==> src/rtl/tick_pkg.sv <==
package tick_pkg;
  typedef enum logic {
    KIND_TICK = 1'b0,
    KIND_SYS  = 1'b1
  } tick_kind_e;

  localparam int unsigned SOFT_W = 2;
endpackage

==> src/rtl/tick_count_reg.sv <==
module tick_count_reg #(
  parameter int unsigned CNT_W = 63
) (
  input  logic             clk_i,
  input  logic             rst_ni,
  input  logic             inc_i,
  input  logic             cnt_we_i,
  input  logic [CNT_W:0]   cnt_wdata_i,
  input  logic             lim_we_i,
  input  logic             lim_dis_i,
  output logic [CNT_W-1:0] cnt_o,
  output logic             dis_o
);
  localparam logic [CNT_W-1:0] ONE = CNT_W'(1);

  logic [CNT_W-1:0] cnt_q;
  logic             dis_q;

  always_ff @(posedge clk_i or negedge rst_ni) begin
    if (!rst_ni) begin
      cnt_q <= '0;
      dis_q <= 1'b1;
    end else begin
      if (cnt_we_i)   cnt_q <= cnt_wdata_i[CNT_W-1:0];
      else if (inc_i) cnt_q <= cnt_q + ONE;
      // limit write owns the flag on a shared cycle
      if (lim_we_i)      dis_q <= lim_dis_i;
      else if (cnt_we_i) dis_q <= cnt_wdata_i[CNT_W];
    end
  end

  assign cnt_o = cnt_q;
  assign dis_o = dis_q;

  a_r3_count_load: assert property (@(posedge clk_i) disable iff (!rst_ni)
    cnt_we_i |=> cnt_q == $past(cnt_wdata_i[CNT_W-1:0]));
  a_r2_step: assert property (@(posedge clk_i) disable iff (!rst_ni)
    (!cnt_we_i && inc_i) |=> cnt_q == $past(cnt_q) + ONE);
  a_r11_flag_from_limit: assert property (@(posedge clk_i) disable iff (!rst_ni)
    lim_we_i |=> dis_q == $past(lim_dis_i));
endmodule

==> src/rtl/tick_compare.sv <==
module tick_compare #(
  parameter int unsigned CNT_W = 63
) (
  input  logic             clk_i,
  input  logic             rst_ni,
  input  logic [CNT_W-1:0] cnt_i,
  input  logic             dis_i,
  input  logic             lim_we_i,
  input  logic [CNT_W-1:0] lim_i,
  output logic             match_o
);
  logic [CNT_W-1:0] lim_q;
  logic             arm_q;

  assign match_o = arm_q & ~dis_i & (cnt_i >= lim_q);

  always_ff @(posedge clk_i or negedge rst_ni) begin
    if (!rst_ni) begin
      lim_q <= '0;
      arm_q <= 1'b0;
    end else if (lim_we_i) begin
      lim_q <= lim_i;
      arm_q <= |lim_i;
    end else if (match_o) begin
      arm_q <= 1'b0;
    end
  end

  a_r6_single_pulse: assert property (@(posedge clk_i) disable iff (!rst_ni)
    (match_o && !lim_we_i) |=> !match_o);
  a_r7_zero_limit: assert property (@(posedge clk_i) disable iff (!rst_ni)
    (lim_we_i && lim_i == '0) |=> !match_o);
endmodule

==> src/rtl/tick_soft_bits.sv <==
module tick_soft_bits #(
  parameter int unsigned SOFT_W = 2,
  parameter int unsigned IDX    = 0
) (
  input  logic              clk_i,
  input  logic              rst_ni,
  input  logic              match_i,
  input  logic [SOFT_W-1:0] clr_i,
  output logic [SOFT_W-1:0] soft_o
);
  logic [SOFT_W-1:0] soft_q, soft_d;

  always_comb begin
    soft_d      = soft_q & ~clr_i;
    soft_d[IDX] = soft_d[IDX] | match_i;  // set wins over clear
  end

  always_ff @(posedge clk_i or negedge rst_ni) begin
    if (!rst_ni) soft_q <= '0;
    else         soft_q <= soft_d;
  end

  assign soft_o = soft_q;

  a_r9_set_on_match: assert property (@(posedge clk_i) disable iff (!rst_ni)
    match_i |=> soft_q[IDX]);
  a_r10_clear: assert property (@(posedge clk_i) disable iff (!rst_ni)
    (clr_i[IDX] && !match_i) |=> !soft_q[IDX]);
endmodule

==> src/rtl/tick_timer.sv <==
module tick_timer
  import tick_pkg::*;
#(
  parameter int unsigned CNT_W = 63,
  parameter tick_kind_e  KIND  = KIND_TICK
) (
  input  logic              clk_i,
  input  logic              rst_ni,
  input  logic              inc_i,
  input  logic              cnt_we_i,
  input  logic [CNT_W:0]    cnt_wdata_i,
  input  logic              lim_we_i,
  input  logic [CNT_W:0]    lim_wdata_i,
  input  logic [SOFT_W-1:0] soft_clr_i,
  output logic [CNT_W:0]    cnt_o,
  output logic              match_o,
  output logic [SOFT_W-1:0] soft_o
);
  localparam int unsigned SOFT_IDX = (KIND == KIND_TICK) ? 0 : 1;

  logic [CNT_W-1:0] cnt;
  logic             dis;

  tick_count_reg #(.CNT_W(CNT_W)) i_count (
    .clk_i       (clk_i),
    .rst_ni      (rst_ni),
    .inc_i       (inc_i),
    .cnt_we_i    (cnt_we_i),
    .cnt_wdata_i (cnt_wdata_i),
    .lim_we_i    (lim_we_i),
    .lim_dis_i   (lim_wdata_i[CNT_W]),
    .cnt_o       (cnt),
    .dis_o       (dis)
  );

  tick_compare #(.CNT_W(CNT_W)) i_compare (
    .clk_i    (clk_i),
    .rst_ni   (rst_ni),
    .cnt_i    (cnt),
    .dis_i    (dis),
    .lim_we_i (lim_we_i),
    .lim_i    (lim_wdata_i[CNT_W-1:0]),
    .match_o  (match_o)
  );

  tick_soft_bits #(.SOFT_W(SOFT_W), .IDX(SOFT_IDX)) i_soft (
    .clk_i   (clk_i),
    .rst_ni  (rst_ni),
    .match_i (match_o),
    .clr_i   (soft_clr_i),
    .soft_o  (soft_o)
  );

  assign cnt_o = {dis, cnt};

  a_r7_quiet_when_disabled: assert property (@(posedge clk_i) disable iff (!rst_ni)
    cnt_o[CNT_W] |-> !match_o);
endmodule

==> config.mk <==
export PLATFORM = sky130hd
export DESIGN_NAME = tick_timer
export DESIGN_NICKNAME = d
export VERILOG_FILES = /design/src/rtl/tick_pkg.sv /design/src/rtl/tick_count_reg.sv /design/src/rtl/tick_compare.sv /design/src/rtl/tick_soft_bits.sv /design/src/rtl/tick_timer.sv
export SDC_FILE = /design/constraint.sdc
export NUM_CORES = 1
export LEC_CHECK = 0
export BUFFER_PORTS_ARGS = -buffer_cell sky130_fd_sc_hd__buf_4
export CELL_PAD_IN_SITES_DETAIL_PLACEMENT = 1
export CELL_PAD_IN_SITES_GLOBAL_PLACEMENT = 2
export CORE_AREA = 2 2 161 163
export DETAILED_ROUTE_END_ITERATION = 7
export DIE_AREA = 0 0 163 165
export PLACE_DENSITY = 0.77
export SETUP_SLACK_MARGIN = 0.02
export SKIP_CTS_REPAIR_TIMING = 1
export SLEW_MARGIN = 20
export SYNTH_ARGS = -nofsm -noshare
export SYNTH_HDL_FRONTEND = slang
export SYNTH_SLANG_ARGS = --single-unit
==> constraint.sdc <==
create_clock -name clk_i -period 2.6 [get_ports clk_i]
set_clock_uncertainty 0.1 [all_clocks]
set_input_delay 0.26 -clock clk_i [delete_from_list [all_inputs] [get_ports clk_i]]
set_output_delay 0.26 -clock clk_i [all_outputs]
set_load 0.01 [all_outputs]
======== Yosys cells after proc, flatten, opt, wreduce, memory -nomap -nowiden ========
Index checks and enable logic that the tools add are counted.
storage, ports and cells
  register bits ........................... 130
  input bits .............................. 135
  output and inout port bits .............. 67
  word-level logic and storage cells ...... 23
cells by class
  add/subtract/negate cells ............... 1
  order comparisons ....................... 1
  mux-type cells .......................... 6
  bitwise operators ....................... 6
  reduce and logical (&&, ||, !) cells .... 4
operator list
  operator                                        count
  two-way mux 63 bit                              2
  adder 63 x 1 -> 63 bit (second input constant)  1
  >= comparator 63 bit                            1
  OR reduction 63 bit                             1
  nonzero test 2 bit                              3
  two-way mux 1 bit                               4
  bitwise AND 1 bit                               2
  bitwise AND 2 bit                               1
  NOT 2 bit                                       1
  NOT 1 bit                                       1
  OR 1 bit                                        1

======== Depth between registers and ports, before layout ========
Gate-level depths: netlist of run 1.
  depth in word-level cells ............... 5
  gate-level depth with buffers ........... 9
  depth with buffers taken out ............ 9

======== Hierarchy ========
A second synthesis of run 1 with hierarchy kept.
unflattened totals
  cell total of the unflattened synthesis .. 915
  area, all modules ....................... 8026.4 um^2
modules (own cells, without submodules)
  module          instances  cells an instance  area each (um^2)  seq. area each (um^2)
  tick_count_reg  1          455                4000.1            1602.8
  tick_compare    1          454                3951.3            1601.5
  tick_soft_bits  1          5                  67.6              50.0
  tick_timer      1          1                  7.5               0.0

======== Worst setup path before layout of run 1 ========
No wires, ideal clock.
  path type ............................... register to register
  start ................................... reg i_count.cnt_q[0] (netlist: i_count.cnt_o[0])
  end ..................................... reg i_soft.soft_q[0] (netlist: i_soft.soft_o[0])
  arrival ................................. 2.077 ns
  data required time ...................... 2.382 ns
  slack ................................... 0.305 ns
  stages on the path, launching flop included .. 10
  buffers on the path ..................... 0
  period minus slack after synthesis ...... 2.295 ns
  cells stage by stage .................... dfrtp_1 inv_1 ha_1 nand2b_1 a211o_1 a21oi_1 o41ai_1 a221oi_1 a21oi_1 a21o_1
between the ends
  longest elaborated chain between the ends .. 3
ends and longest elaborated chain
  element                 RTL line              source
  start, declared         tick_count_reg.sv:16  logic [CNT_W-1:0] cnt_q;
  start signal, assigned  tick_count_reg.sv:24  if (cnt_we_i) cnt_q <= cnt_wdata_i[CNT_W-1:0];
  start signal, assigned  tick_count_reg.sv:25  else if (inc_i) cnt_q <= cnt_q + ONE;
  >= comparator 63 bit    tick_compare.sv:15    assign match_o = arm_q & ~dis_i & (cnt_i >= lim_q);
  bitwise AND 1 bit       tick_compare.sv:15
  via match_o             tick_timer.sv:16      output logic match_o,
  OR 1 bit                tick_soft_bits.sv:15  soft_d[IDX] = soft_d[IDX] | match_i;
  via i_soft.soft_d[0]    tick_soft_bits.sv:11  logic [SOFT_W-1:0] soft_q, soft_d;
  end signal, assigned    tick_soft_bits.sv:20  else soft_q <= soft_d;
  end, declared           tick_soft_bits.sv:11
The timed path passes the listed nets, and every way through them passes these cells.
A chain may end at the register's enable or synchronous reset.

======== Worst setup path after layout of run 1 ========
  start ................................... reg i_count.cnt_q[54] (netlist: i_count.cnt_o[54])
  end ..................................... out match_o
between the ends
  longest elaborated chain between the ends .. 2
ends and longest elaborated chain
  element               RTL line
  >= comparator 63 bit  tick_compare.sv:15
  bitwise AND 1 bit     tick_compare.sv:15
  end, declared         tick_timer.sv:16
Every way passes these cells.

==> impl_metrics.ini, run 1 <==
[run_status]
status = finished, violations left
violations = negative hold slack, negative setup slack

[route]
postRouteAntennaNets = 0
drc = 0
routed_wl_mm = 27.70
num_vias = 7560
first_iter_violations = 269
drt_first_pass_iters = 4
wire_per_inst_microns = 17.49
avgViaCountPerCell = 4.773

[place]
gp_congestion = 0.7884
dp.cells = 1459
place.port_buffers = 201
place_ws_ns = -0.06439
hpwl_mm = 20.81

[cts]
clk_latency_ns = 0.42
cts.sinks = 130
h-tree-depth = 4
cts_tree = built
cts.clk_slew.worst_paths_ns = 0.07
ctsLongestPathBuffers = 2
cts_root_buffer = clkbuf_16
cts_buffers = 17

[logic_synthesis]
muxShareOfSynthArea_pct = 0.4092
ys_types = 50
synthArstFlopShare_pct = 100.0
synth-compound-area-share_pct = 12.49
synth_xor_area_share_pct = 7.103
synth_area_leaders = dfrtp_1, ha_1, o21ai_0
yosysSeqAreaShare_pct = 42.57
postSynthCellCount = 869
synth_warnings = 0
synth_area_per_cell_sq_um = 8.797
synth_top_cell_by_area = dfrtp_1
synth_adder_area_share_pct = 10.47
ys_seq_elements = 130
synth_ff_type = dfrtp_1
syn_nets = 1068
synth_edf_count = 0
syn_area_sq_mm = 0.007645
synth_top_area_share_pct = 42.23
yosys.area_share.simple_pct = 21.57
synth_top_family_by_area = simple AND/OR/NAND/NOR gates

[timing]
report.final.slew_viol_count = 0
finalHoldViolations = 21
worst_pin_slew_ns = 0.8318
setup_slack_ns = -0.3080
fmax_mhz = 343.9
timing.hold.ws_ns = -0.03674
min_period_ns = 2.908
rsz0062_at_grt = yes
slew_headroom_pct = 44.03
setup_viol = 1
fin_crit_sh_pct = 111.8

[critical_path]
crit_path_end_kind = primary output
cp.required_ns = 2.24
start_kind = flop
crit_fanout = 3
worst_ep_arrival_time_ns = 2.55
path_class = reg2out

[grt]
grt_max_degree = 71
overflow = 0
antenna_found_initial = 0
grt_pass1_vias = 7549
grt_usage_pct = 20.14
grt_pass1_wl_mm = 41.39

[power]
report.power.total_mw = 6.447
max-vdd-ir-drop_uv = 363.2
powerDensity_mw_per_mm2 = 545.1
p_leak_nw = 5.565

[final_layout]
final_util_pct = 47.24
diodes = 0
final_common_cell = buf_4
drive_gt1_share_pct = 29.43
area_growth_syn_to_layout_pct = 54.70
final_net_count = 1440
final_cell_mix = buf_4, nand2_1, o21ai_0
final-instance-count-excl-fill = 1584

[floorplan]
start_util_pct = 30.53
boundaryPins = 202
die_x_microns = 163
coreArea_sq_mm = 0.02504
die_h_microns = 165
die-area_sq_mm = 0.02690
rows = 58

[min_path]
hp-class = in2reg

[job]
maxCapViolCount = 0
==> power by group <==
part | switching, mW | internal [mW]
Clock | 1.01 | 1.52
Combinational | 0.820 | 0.791
Sequential | 0.101 | 2.21
Total | 1.93 | 4.52
==> synthesized netlist by cell type, types with 17 or more instances <==
master,instances
a21oi_1,29
nor4_1,20
o21ai_0,132
nor3_1,17
ha_1,64
nor2_1,23
nand4_1,25
nand3_1,30
dfrtp_1,129
nand2_1,171
xor2_1,34
clkbuf_1,18
inv_1,73
xnor2_1,28
==> metrics by stage <==
stage | setup TNS (ns) | area, sq um
floorplan | 0 | 7645
global placement | -0.02605 | 10160
detailed placement | -0.06439 | 10160
CTS | -0.5275 | 10770
global route | -0.4489 | 11830
finish | -0.3080 | 11830
==> logic make-up after synthesis <==
logic type	Yosys count
adders and majority gates	64
DFF	130
AOI/OAI and AO/OA	180
and+or+nand+nor	326
buffers and inverters	104
xor gates and xnor gates	62
muxes	3
==> routing by layer <==
| metal | global-route usage [%] | vias to the layer above | part of all wire, % | wire (microns) |
|---|---|---|---|---|
| li1 | - | 3730 | - | - |
| met2 | 33.46 | 146 | 48 | 13410 |
| met4 | 4.183 | 0 | 0.81 | 224 |
| met3 | 3.842 | 16 | 4.0 | 1110 |
| met1 | 27.39 | 3668 | 47 | 12950 |
| met5 | 0 | - | 0 | 0 |
==> sequential cells by signal, summed over array words and instances, names as in the netlist <==
name             cells
i_compare.lim_q     63
i_count.cnt_o       63
i_soft.soft_o        2
i_compare.arm_q      1
i_count.dis_o        1
==> critical path, cell delays in order, from the launching register on <==
cell      delay (ns)
dfrtp_1         0.42
ha_4            0.29
nand4_1         0.18
nor4_4          0.34
and2_4          0.21
and4_4          0.22
a221oi_4        0.07
a21oi_2         0.25
buf_4           0.16
==> layout make-up <==
| cell class | count | area [sq um] |
|---|---|---|
| Multi-Input combinational cell | 635 | 4114 |
| Timing Repair Buffer | 384 | 3161 |
| Clock inverter | 15 | 182.7 |
| Fill cell | 2922 | 13210 |
| Inverter | 73 | 274.0 |
| Clock buffer | 17 | 425.4 |
| Tap cell | 330 | 412.9 |
| Sequential cell | 130 | 3257 |
==> final timing paths <==
path	startpoint	endpoint	slack [ns]	depth (start not counted)
worst max-delay path	i_count.cnt_o[54]	match_o	-0.31	8
worst min register to register	i_soft.soft_o[0]	i_soft.soft_o[0]	0.38	1
worst min-delay path	cnt_wdata_i[0]	i_count.cnt_o[0]	-0.04	3
worst max register to register	i_count.cnt_o[0]	i_soft.soft_o[0]	0.17	11
min in group asynchronous	rst_ni	i_count.cnt_o[37]	0.24	2
max in group asynchronous	rst_ni	i_count.cnt_o[11]	1.47	3
(Power assumes the default switching activity.)
==> run 2, diff against run 1 <==
--- a/config.mk
+++ b/config.mk
@@ -8,13 +8,14 @@
 export BUFFER_PORTS_ARGS = -buffer_cell sky130_fd_sc_hd__buf_4
 export CELL_PAD_IN_SITES_DETAIL_PLACEMENT = 1
 export CELL_PAD_IN_SITES_GLOBAL_PLACEMENT = 2
-export CORE_AREA = 2 2 161 163
+export CORE_AREA = 2 2 162 164
 export DETAILED_ROUTE_END_ITERATION = 7
-export DIE_AREA = 0 0 163 165
-export PLACE_DENSITY = 0.77
+export DIE_AREA = 0 0 164 166
+export PLACE_DENSITY = 0.78
 export SETUP_SLACK_MARGIN = 0.02
 export SKIP_CTS_REPAIR_TIMING = 1
 export SLEW_MARGIN = 20
 export SYNTH_ARGS = -nofsm -noshare
 export SYNTH_HDL_FRONTEND = slang
+export SYNTH_HIERARCHICAL = 1
 export SYNTH_SLANG_ARGS = --single-unit
==> impl_metrics.ini, run 2 <==
[logic_synthesis]
yosysMostFrequentCell = nand2_1
synthArstFlopShare_pct = 100.0
synth_edf_count = 0
synth_area_per_cell_sq_um = 8.772
ys_types = 58
synth_area_leaders = dfrtp_1, ha_1, o21ai_0
synth_top_area_share_pct = 40.22
yosysSeqAreaShare_pct = 40.55
syn_nets = 1114
netlist_top_cells_count = nand2_1, dfrtp_1, o21ai_0
synth_warnings = 6
postSynthCellCount = 915
ys_seq_elements = 130
synth_ff_type = dfrtp_1
syn_area_sq_mm = 0.008026
synth_top_cell_by_area = dfrtp_1

[route]
postRouteAntennaNets = 0
wire_per_inst_microns = 19.37
num_vias = 8375
avgViaCountPerCell = 5.135
routed_wl_mm = 31.59
drc = 0
drt_first_pass_iters = 5
first_iter_violations = 459

[power]
power_frac_seq_pct = 33.7
p_leak_nw = 5.685
powerDensity_mw_per_mm2 = 565.7
p_comb_share_pct = 27.2
p_switching_mw = 2.048
max-vdd-ir-drop_uv = 281.0
p_clk_share_pct = 39.1
p_int_mw = 4.830
switching_share_pct = 29.77

[place]
placed_area_sq_mm = 0.01062
place_ws_ns = -0.2599
dp.cells = 1520
place.port_buffers = 201
gp_congestion = 0.7966
hpwl_mm = 23.71

[critical_path]
slowest_delay_ns = 0.39
crit_fanout = 3
r2r_cells = 12
r2r_setup_slack_ns = -0.04
worst_ep_arrival_time_ns = 2.83
crit_path_start = i_compare/lim_q[61]
cp.depth = 11
cp-endpoint = match_o
start_kind = flop
r2r-start = i_compare/lim_q[61]
cp.required_ns = 2.24
crit_buf_inv = 4
path_class = reg2out
crit_family = simple AND/OR/NAND/NOR gates
crit_slowest_cell = nor4_4
crit_path_end_kind = primary output
crit_chain = inv_1 > ha_4 > nand4_1 > nor4_4 > nand4_1 > buf_4 > a31oi_2 > a2111oi_4 > nor3b_2 > buf_4 > buf_6
rr_endpoint = i_soft/soft_o[0]

[timing]
rsz0062_at_grt = yes
slew_headroom_pct = 53.89
fmax_mhz = 313.9
tns_ns = -0.6267
min_period_ns = 3.185
timing.hold.ws_ns = -0.03499
report.final.slew_viol_count = 0
setup_viol = 2
fin_crit_sh_pct = 122.5
worst_pin_slew_ns = 0.6917
finalHoldViolations = 15
setup_slack_ns = -0.5853

[final_layout]
final_util_pct = 47.46
final-instance-count-excl-fill = 1631
diodes = 0
design_area_sq_mm = 0.01216
final_net_count = 1483
final_common_cell = buf_4
final_cell_mix = buf_4, nand2_1, dfrtp_1
drive_gt1_share_pct = 29.09
area_growth_syn_to_layout_pct = 51.47

[grt]
use_met3_pct = 3.521
grt_pass1_wl_mm = 47.86
grt_usage_pct = 22.85
grt_max_degree = 71
grt_pass1_vias = 8604
grt_use_met2_pct = 38.87
use_met1_pct = 30.45
overflow = 0
busiest_layer = met2
antenna_found_initial = 0

[cts]
cts_root_buffer = clkbuf_16
ctsLongestPathBuffers = 2
cts_tree = built
cts.sinks = 130
cts.clk_slew.worst_paths_ns = 0.06
cts_buffers = 17
clk_latency_ns = 0.42
h-tree-depth = 4

[floorplan]
boundaryPins = 202
die-area_sq_mm = 0.02722
rows = 59
die_x_microns = 164
start_util_pct = 31.33
die_h_microns = 166
coreArea_sq_mm = 0.02562

[run_status]
violations = negative hold slack, negative setup slack
status = finished, violations left

[job]
maxCapViolCount = 0

[min_path]
hp-class = in2reg
run 2: cells by family after synthesis:
| group | share of synthesized area (%) |
|---|---|
| flip-flops | 40.55 |
| AO/OA/AOI/OAI | 13.08 |
| multiplexers | 1.138 |
| XOR/XNOR | 3.819 |
| adder cells (fa/ha/maj) | 9.977 |
| AND/OR/NAND/NOR | 26.28 |
| buffers and inverters | 5.160 |
run 2: worst min-delay path by stage:
stage | start | end | cells after the start
3_3_place_gp | rst_ni | i_soft/soft_o[1] | 1
4_1_cts | rst_ni | i_soft/soft_o[1] | 1
2_1_floorplan | rst_ni | i_compare/arm_q | 0
6_report | lim_wdata_i[16] | i_compare/lim_q[16] | 3
3_5_place_dp | rst_ni | i_soft/soft_o[1] | 1
5_1_grt | cnt_wdata_i[34] | i_count/cnt_o[34] | 3
run 2: cell type report:
cell class	count	area, sq um
Timing Repair Buffer	386	3110
Multi-Input combinational cell	678	4457
Clock inverter	12	207.7
Sequential cell	130	3254
Inverter	71	266.5
Clock buffer	19	442.9
Tap cell	335	419.2
Fill cell	3022	13460
run 2: per-stage QoR:
step | hold WS (ns) | total power, mW
after detailed placement | 0.1757 | 4.089
after global routing | -0.001453 | 7.233
after global placement | 0.1738 | 4.039
final | -0.03499 | 6.878
after floorplan | -0.1356 | 3.148
after CTS | -0.2831 | 6.820
run 2: per-layer routing:
layer | wire length (microns) | vias up | share of wire (%)
li1 | - | 4009 | -
met1 | 13890 | 4132 | 44
met2 | 15860 | 206 | 50
met3 | 1430 | 28 | 4.5
met4 | 410 | 0 | 1.3
met5 | 0 | - | 0
run 2: worst reg2reg max path, cell delays in order (launching register included):
cell       delay (ns)
dfrtp_1          0.34
inv_1            0.08
ha_4             0.28
nand4_1          0.18
nor4_4           0.39
nand4_1          0.23
buf_4            0.20
a31oi_2          0.20
a2111oi_4        0.08
nor3b_2          0.21
buf_4            0.15
buf_4            0.10
a21o_1           0.07
run 2: power by group through the flow:
stage,logic (mW),registers [mW],clock network [mW]
after detailed placement,1.73,2.36,0
after global routing,2.08,2.34,2.81
after global placement,1.70,2.34,0
after floorplan,0.676,2.47,0
final,1.87,2.32,2.69
after CTS,1.75,2.32,2.74
